$ cat src/rtl/sysctl_pkg.sv
package sysctl_pkg;
    localparam int unsigned ADDR_W = 12;
    localparam int unsigned DATA_W = 32;

    localparam logic [ADDR_W-1:0] OFS_IDENT    = 12'h000;
    localparam logic [ADDR_W-1:0] OFS_SWITCH   = 12'h004;
    localparam logic [ADDR_W-1:0] OFS_LED      = 12'h008;
    localparam logic [ADDR_W-1:0] OFS_SLOWCNT  = 12'h024;
    localparam logic [ADDR_W-1:0] OFS_VF_SET   = 12'h030;
    localparam logic [ADDR_W-1:0] OFS_VF_CLR   = 12'h034;
    localparam logic [ADDR_W-1:0] OFS_PF_SET   = 12'h038;
    localparam logic [ADDR_W-1:0] OFS_PF_CLR   = 12'h03C;
    localparam logic [ADDR_W-1:0] OFS_CARD     = 12'h048;
    localparam logic [ADDR_W-1:0] OFS_FLASHCTL = 12'h04C;
    localparam logic [ADDR_W-1:0] OFS_FASTCNT  = 12'h05C;
    localparam logic [ADDR_W-1:0] OFS_MISC     = 12'h060;
    localparam logic [ADDR_W-1:0] OFS_PROC0    = 12'h084;
    localparam logic [ADDR_W-1:0] OFS_PROC1    = 12'h088;

    localparam int unsigned IDENT_CODE_LSB = 16;
    localparam int unsigned MISC_SITE_BIT  = 14;

    typedef enum logic [0:0] {
        ST_IDLE = 1'b0,
        ST_RESP = 1'b1
    } bus_state_e;
endpackage

$ cat src/rtl/sysctl_flagword.sv
module sysctl_flagword #(
    parameter int unsigned W = 32
) (
    input  logic         clk,
    input  logic         arst_n,
    input  logic         set_en,
    input  logic         clr_en,
    input  logic [W-1:0] wdata,
    output logic [W-1:0] value
);
    logic [W-1:0] value_q;

    always_ff @(posedge clk or negedge arst_n) begin
        if (!arst_n) begin
            value_q <= '0;
        end else if (set_en) begin
            value_q <= value_q | wdata;
        end else if (clr_en) begin
            value_q <= value_q & ~wdata;
        end
    end

    assign value = value_q;
endmodule

$ cat src/rtl/sysctl_tickctr.sv
module sysctl_tickctr #(
    parameter int unsigned W = 32
) (
    input  logic         clk,
    input  logic         arst_n,
    input  logic         tick,
    output logic [W-1:0] count
);
    logic [W-1:0] count_q;

    always_ff @(posedge clk or negedge arst_n) begin
        if (!arst_n) begin
            count_q <= '0;
        end else if (tick) begin
            count_q <= count_q + 1'b1;
        end
    end

    assign count = count_q;
endmodule

$ cat src/rtl/sysctl_regbank.sv
module sysctl_regbank
    import sysctl_pkg::*;
#(
    parameter int unsigned LED_N      = 8,
    parameter int unsigned SW_N       = 8,
    parameter int unsigned CNT_W      = 32,
    parameter logic [11:0] BOARD_CODE = 12'h190
) (
    input  logic                  clk,
    input  logic                  rst_n,
    input  logic                  por_n,
    input  logic                  bus_valid,
    input  logic                  bus_write,
    input  logic [ADDR_W-1:0]     bus_addr,
    input  logic [DATA_W-1:0]     bus_wdata,
    output logic [DATA_W-1:0]     rd_data,
    output logic                  rd_valid,
    input  logic [SW_N-1:0]       switch_in,
    input  logic                  card_in,
    input  logic                  wprot_in,
    input  logic                  site_sel_in,
    input  logic [DATA_W-1:0]     procid0_in,
    input  logic [DATA_W-1:0]     procid1_in,
    input  logic                  tick_slow,
    input  logic                  tick_fast,
    output logic [LED_N-1:0]      led_out,
    output logic                  flash_wp_n
);
    localparam int unsigned CODE_W = 12;

    // Soft reset domain: any reset
    logic rst_any_n;
    assign rst_any_n = rst_n & por_n;

    logic wr_stb, rd_stb;
    assign wr_stb = bus_valid & bus_write;
    assign rd_stb = bus_valid & ~bus_write;

    // Write decode
    logic we_led, we_flash, we_vf_set, we_vf_clr, we_pf_set, we_pf_clr;
    assign we_led    = wr_stb && (bus_addr == OFS_LED);
    assign we_flash  = wr_stb && (bus_addr == OFS_FLASHCTL);
    assign we_vf_set = wr_stb && (bus_addr == OFS_VF_SET);
    assign we_vf_clr = wr_stb && (bus_addr == OFS_VF_CLR);
    assign we_pf_set = wr_stb && (bus_addr == OFS_PF_SET);
    assign we_pf_clr = wr_stb && (bus_addr == OFS_PF_CLR);

    // LED and flash control storage
    logic [LED_N-1:0] led_q;
    logic             flash_q;

    always_ff @(posedge clk or negedge rst_any_n) begin
        if (!rst_any_n) begin
            led_q   <= '0;
            flash_q <= 1'b0;
        end else begin
            if (we_led)   led_q   <= bus_wdata[LED_N-1:0];
            if (we_flash) flash_q <= bus_wdata[0];
        end
    end

    assign led_out    = led_q;
    assign flash_wp_n = flash_q;

    // Flag words: volatile in the soft domain, persistent in the power-on domain
    logic [DATA_W-1:0] vflag_q, pflag_q;

    sysctl_flagword #(.W(DATA_W)) u_vflag (
        .clk    (clk),
        .arst_n (rst_any_n),
        .set_en (we_vf_set),
        .clr_en (we_vf_clr),
        .wdata  (bus_wdata),
        .value  (vflag_q)
    );

    sysctl_flagword #(.W(DATA_W)) u_pflag (
        .clk    (clk),
        .arst_n (por_n),
        .set_en (we_pf_set),
        .clr_en (we_pf_clr),
        .wdata  (bus_wdata),
        .value  (pflag_q)
    );

    // Free-running counters
    logic [CNT_W-1:0] slow_cnt_q, fast_cnt_q;

    sysctl_tickctr #(.W(CNT_W)) u_slowcnt (
        .clk    (clk),
        .arst_n (rst_any_n),
        .tick   (tick_slow),
        .count  (slow_cnt_q)
    );

    sysctl_tickctr #(.W(CNT_W)) u_fastcnt (
        .clk    (clk),
        .arst_n (rst_any_n),
        .tick   (tick_fast),
        .count  (fast_cnt_q)
    );

    // Read multiplexer
    logic [DATA_W-1:0] rd_mux;

    always_comb begin
        rd_mux = '0;
        unique case (bus_addr)
            OFS_IDENT:    rd_mux[IDENT_CODE_LSB +: CODE_W] = BOARD_CODE;
            OFS_SWITCH:   rd_mux[SW_N-1:0]  = switch_in;
            OFS_LED:      rd_mux[LED_N-1:0] = led_q;
            OFS_SLOWCNT:  rd_mux[CNT_W-1:0] = slow_cnt_q;
            OFS_VF_SET:   rd_mux = vflag_q;
            OFS_PF_SET:   rd_mux = pflag_q;
            OFS_CARD:     rd_mux[1:0] = {wprot_in, card_in};
            OFS_FLASHCTL: rd_mux[0] = flash_q;
            OFS_FASTCNT:  rd_mux[CNT_W-1:0] = fast_cnt_q;
            OFS_MISC:     rd_mux[MISC_SITE_BIT] = site_sel_in;
            OFS_PROC0:    rd_mux = procid0_in;
            OFS_PROC1:    rd_mux = procid1_in;
            default:      rd_mux = '0;
        endcase
    end

    // Bus response state machine
    bus_state_e state_q, state_d;

    always_comb begin
        state_d = state_q;
        unique case (state_q)
            ST_IDLE: if (rd_stb) state_d = ST_RESP;   // read_accept
            ST_RESP: begin
                if (rd_stb) state_d = ST_RESP;        // read_again
                else        state_d = ST_IDLE;        // resp_done
            end
            default: state_d = ST_IDLE;
        endcase
    end

    always_ff @(posedge clk or negedge rst_any_n) begin
        if (!rst_any_n) state_q <= ST_IDLE;
        else            state_q <= state_d;
    end

    // Output process
    logic [DATA_W-1:0] rdata_q;

    always_ff @(posedge clk or negedge rst_any_n) begin
        if (!rst_any_n) begin
            rdata_q <= '0;
        end else if (rd_stb) begin
            rdata_q <= rd_mux;
        end
    end

    assign rd_data  = rdata_q;
    assign rd_valid = (state_q == ST_RESP);
endmodule

$ cat config.mk
export PLATFORM = sky130hd
export DESIGN_NAME = sysctl_regbank
export DESIGN_NICKNAME = d
export VERILOG_FILES = /design/src/rtl/sysctl_pkg.sv /design/src/rtl/sysctl_flagword.sv /design/src/rtl/sysctl_tickctr.sv /design/src/rtl/sysctl_regbank.sv
export SDC_FILE = /design/constraint.sdc
export NUM_CORES = 1
export LEC_CHECK = 0
export CORE_ASPECT_RATIO = 1.1
export CORE_UTILIZATION = 40
export DETAILED_ROUTE_END_ITERATION = 10
export GPL_TIMING_DRIVEN = 0
export PLACE_DENSITY = 0.68
export SLEW_MARGIN = 10
export SYNTH_ARGS = -nofsm -noshare
export SYNTH_HDL_FRONTEND = slang
export SYNTH_HIERARCHICAL = 1
export SYNTH_SLANG_ARGS = --single-unit
$ cat constraint.sdc
create_clock -name clk -period 15.1 [get_ports clk]
set_input_delay 3.02 -clock clk [delete_from_list [all_inputs] [get_ports clk]]
set_output_delay 3.02 -clock clk [all_outputs]
set_load 0.05 [all_outputs]
* After elaboration in Yosys (flattened, before gate mapping)
Cells that the tools add are included.
Cells by class: add/sub/neg operators 2, multipliers 0, div/mod/pow operators 0, order comparisons 0, equal/unequal tests 13, shift-type cells 0, multiplexer cells 13, bitwise logic cells 9, reductions and logical operators 9
Operator list (count):
- $mux W32 | 4
- $pmux W12 S7 | 1
- $add A32 B1 Y32 const B | 2
- $and A32 B32 Y32 | 2
- $or A32 B32 Y32 | 2
- $eq A12 B6 Y1 const B | 5
- $eq A12 B7 Y1 const B | 4
- $pmux W6 S8 | 1
- $pmux W6 S6 | 1
- $not A32 Y32 | 1
- $eq A12 B8 Y1 const B | 2
- $pmux W4 S6 | 1
- $eq A12 B3 Y1 const B | 1
- $eq A12 B4 Y1 const B | 1
- $logic_not A12 Y1 | 1
- $pmux W1 S10 | 1
- $pmux W1 S9 | 1
- $pmux W1 S7 | 1
- $logic_and A1 B1 Y1 | 6
- $pmux W1 S6 | 1
- $reduce_bool A2 Y1 | 2
- $and A1 B1 Y1 | 3
- $mux W1 | 1
- $not A1 Y1 | 1
Word-level totals: flip-flop bits (word level) 170, bits in latches 0, memory bits (writable) 0, bits in read-only memories 0, word-level logic and storage cells 54, memories kept 0

* Longest topological paths before layout
word-level depth 4, depth in mapped cells 9

* Modules after synthesis
Netlist, hierarchy kept.
By module, submodules not included:
- sysctl_regbank | times used 1, cells an instance 388, area each 3452.1 um2, seq. area each 1051.0 um2
- sysctl_tickctr | times used 2, cells an instance 123, area each 1448.9 um2, seq. area each 800.8 um2
- sysctl_flagword | times used 2, cells an instance 102, area each 1249.9 um2, seq. area each 800.8 um2

* Least setup slack after synthesis
Ideal clock, no wire load.
path type input to register, from input bus_addr[1], to register (tool-made name), library setup time 0.121 ns, arrival 4.656 ns, setup slack 10.323 ns, cell stages on the path 8, cells stage by stage nor4_2 > and2_1 > buf_6 > nand3_4 > nor3_1 > buf_6 > nand2_1 > a22o_1
RTL lines:
- start, declared | RTL line sysctl_regbank.sv:14 | input logic [ADDR_W-1:0] bus_addr,

==> flow_summary_export.csv <==
group,metric,value,unit
outcome,outcome,"finished clean",
timing,hold_viol_final,0,
route,num_vias,7947,
yosys,synthArstFlopShare,1.00,
yosys,yosys.area_share.simple,0.177,
setup_path,crit_fanout,10,
route,antenna_left,0,
yosys,syn-cell-area,0.00885,mm^2
timing,slew_headroom,0.273,
power_and_ir_drop,power.leakage,4.82,nW
timing,fin_crit_sh,0.360,
clock_network,cts_hold_buf,0,
yosys,yosys-top-cells-count,"dfrtp_1 (170), nand2_1 (114), a22o_1 (85)",
final_layout,drive_gt1_frac,0.110,
timing,skew,9.31,ps
place,dp_cells,1297,
timing,period_minus_slack,5440,ps
yosys,synth_top_family_by_area,"compound AO/OA/AOI/OAI gates",
yosys,synth_area_leader_cell,"dfrtp_1",
global_route,antenna_found_initial,0,
floorplan,core,0.0215,mm^2
hold_path,whs_path_depth,1,
yosys,netlist_instances,838,
route,vias_per_cell,5.98,
setup_path,startpoint_type,"primary input",
timing,maxSlewViolCount,0,
yosys,synthMuxAreaShare,0.0424,
floorplan,initial_core_util,0.411,
floorplan,pin_count,168,
yosys,seq_area_frac_synth,0.481,
place,place.gp.congestion,0.962,
job,maxCapViolations,0,
yosys,yosysWarnings,6,
clock_network,cts_root_buffer,"clkbuf_16",
yosys,synthXorXnorAreaFrac,0.0623,
hold_path,hp-class,"reg -> reg",
yosys,yosys.area_share.adder,0.00283,
setup_path,worstPathArrival,5810,ps
power_and_ir_drop,vdd_drop_max,60.1,uV
final_layout,layoutNonFillerInstCount,1328,
setup_path,worst-setup-path-type,"in -> reg",
floorplan,rows,56,
global_route,grtUsageTotal,0.283,
final_layout,syn_to_final_growth,30.3,%
timing,setup-violations-final,0,
timing,rsz0062_at_grt,"false",
clock_network,h-tree-depth,4,
yosys,synth_top_area_frac,0.481,
clock_network,cts_tree,"built",
route,drtIter0Drc,757,
floorplan,fp.dieArea,0.0227,mm^2
final_layout,final_net_count,1154,
clock_network,ctsLongestPathBuffers,2,
clock_network,clk_latency,440,ps
global_route,grt_pass1_wl,46500,um
yosys,ys_ff_latch,170,
yosys,synth.area.top_cells,"dfrtp_1 (48%), a22o_1 (8.4%), nand2_1 (4.8%)",
route,drc,0,
yosys,synth_edf_count,0,
global_route,grt_pass1_vias,7784,
timing,fmax,184,MHz
place,hpwl,23800,um
clock_network,clock_sinks,170,
route,wl,31100,um
setup_path,cp.required,15470,ps
timing,worst_pin_slew,1090,ps
final_layout,antenna_cells,0,
clock_network,cts.repair.resized,0,
floorplan,die_w,144,um
route,drt-pass1-iter-count,6,
clock_network,cts_made_buffers,17,
yosys,synth_compound_area_frac,0.201,
yosys,synth_most_common_cell,"dfrtp_1",
clock_network,clkTransAtPathRegs,70,ps
global_route,grt_remaining_overflow,0,
floorplan,fp.dieH,158,um
timing,fin_tns_setup,0,ps
route,wire_per_inst,23.4,um
clock_network,post-cts-setup-buffer-count,0,
yosys,synth_flop_cell,"dfrtp_1",
yosys,postSynthAreaPerCell,10.6,um^2
place,io_buffers,166,
setup_path,reg2regPathDepth,4,
yosys,synth.net_count,966,
yosys,netlist-cell-type-count,70,
global_route,grt_max_degree,59,
power_and_ir_drop,p_per_area,94.6,mW/mm^2
setup_path,cp-end-kind,"register",
where the power goes:
part	internal [mW]	switching, mW	leakage [nW]
Clock	0.242	0.190	0.277
Combinational	0.0681	0.0762	2.22
Sequential	0.478	0.0380	2.32
Total	0.787	0.304	4.82
through the flow:
step	worst slack (ps)	cell area, um^2	util	total power [mW]	hold slack [ps]
2_1_floorplan	7680	8850	-	0.585	446
3_3_place_gp	3700	10900	0.506	0.661	461
3_5_place_dp	9330	10900	0.509	0.666	468
4_1_cts	9780	11500	0.536	1.09	477
5_1_grt	9610	11500	0.536	1.13	485
6_report	9660	11500	0.536	1.09	478
path summary, 6_finish.rpt:
check | start | to | slack (ps)
max in group asynchronous | por_n | u_slowcnt/count[29] | 11290
worst max-delay path | bus_addr[7] | register | 9660
worst min register to register | u_fastcnt/count[31] | u_fastcnt/count[31] | 480
worst min-delay path | u_fastcnt/count[31] | u_fastcnt/count[31] | 480
min in group asynchronous | por_n | async pin | 2420
worst max register to register | u_fastcnt/count[0] | u_fastcnt/count[31] | 12940
cell type report:
cell class              instances  area (um^2)
plain buffers                  45          267
clock buffers                  20          467
clock inverters                11          113
fillers                      1920         9980
inverters                       8         30.0
multi-input cells             615         4310
flip-flops and latches        170         4250
well taps                     290          363
repair buffers                169         1730
cell families (layout without fill, tap and decap cells):
group,count (synthesis),after routing
muxes,35,35
DFF,170,170
AOI/OAI and AO/OA,232,232
xor gates and xnor gates,63,63
and+or+nand+nor,283,283
adders and majority gates,2,2
buffers and inverters,53,253
placed cells by master, fill, tap and decap left out, types with 23 or more instances in the layout:
cell               n
a22o_1            85
a22oi_1           38
buf_2             25
clkdlybuf4s50_1  165
dfrtp_1          170
nand2_1          114
nor3_1            23
o21ai_0           25
xnor2_1           38
xor2_1            25
per-layer routing:
layer	part of all wire	up-vias	routed length, um	track usage
met3	0.076	55	2380	0.0511
met5	0	-	0	0
met1	0.43	3949	13300	0.384
li1	-	3546	-	-
met4	0.027	0	840	0.0993
met2	0.47	397	14600	0.451
worst max-delay path: stages:
cell	delay, ps
clkdlybuf4s50_1	510
nand4bb_1	230
clkbuf_1	190
nor3_2	600
buf_2	400
and2b_1	320
buf_2	330
a22o_1	200
No activity file was read; power rests on OpenSTA's default activity.
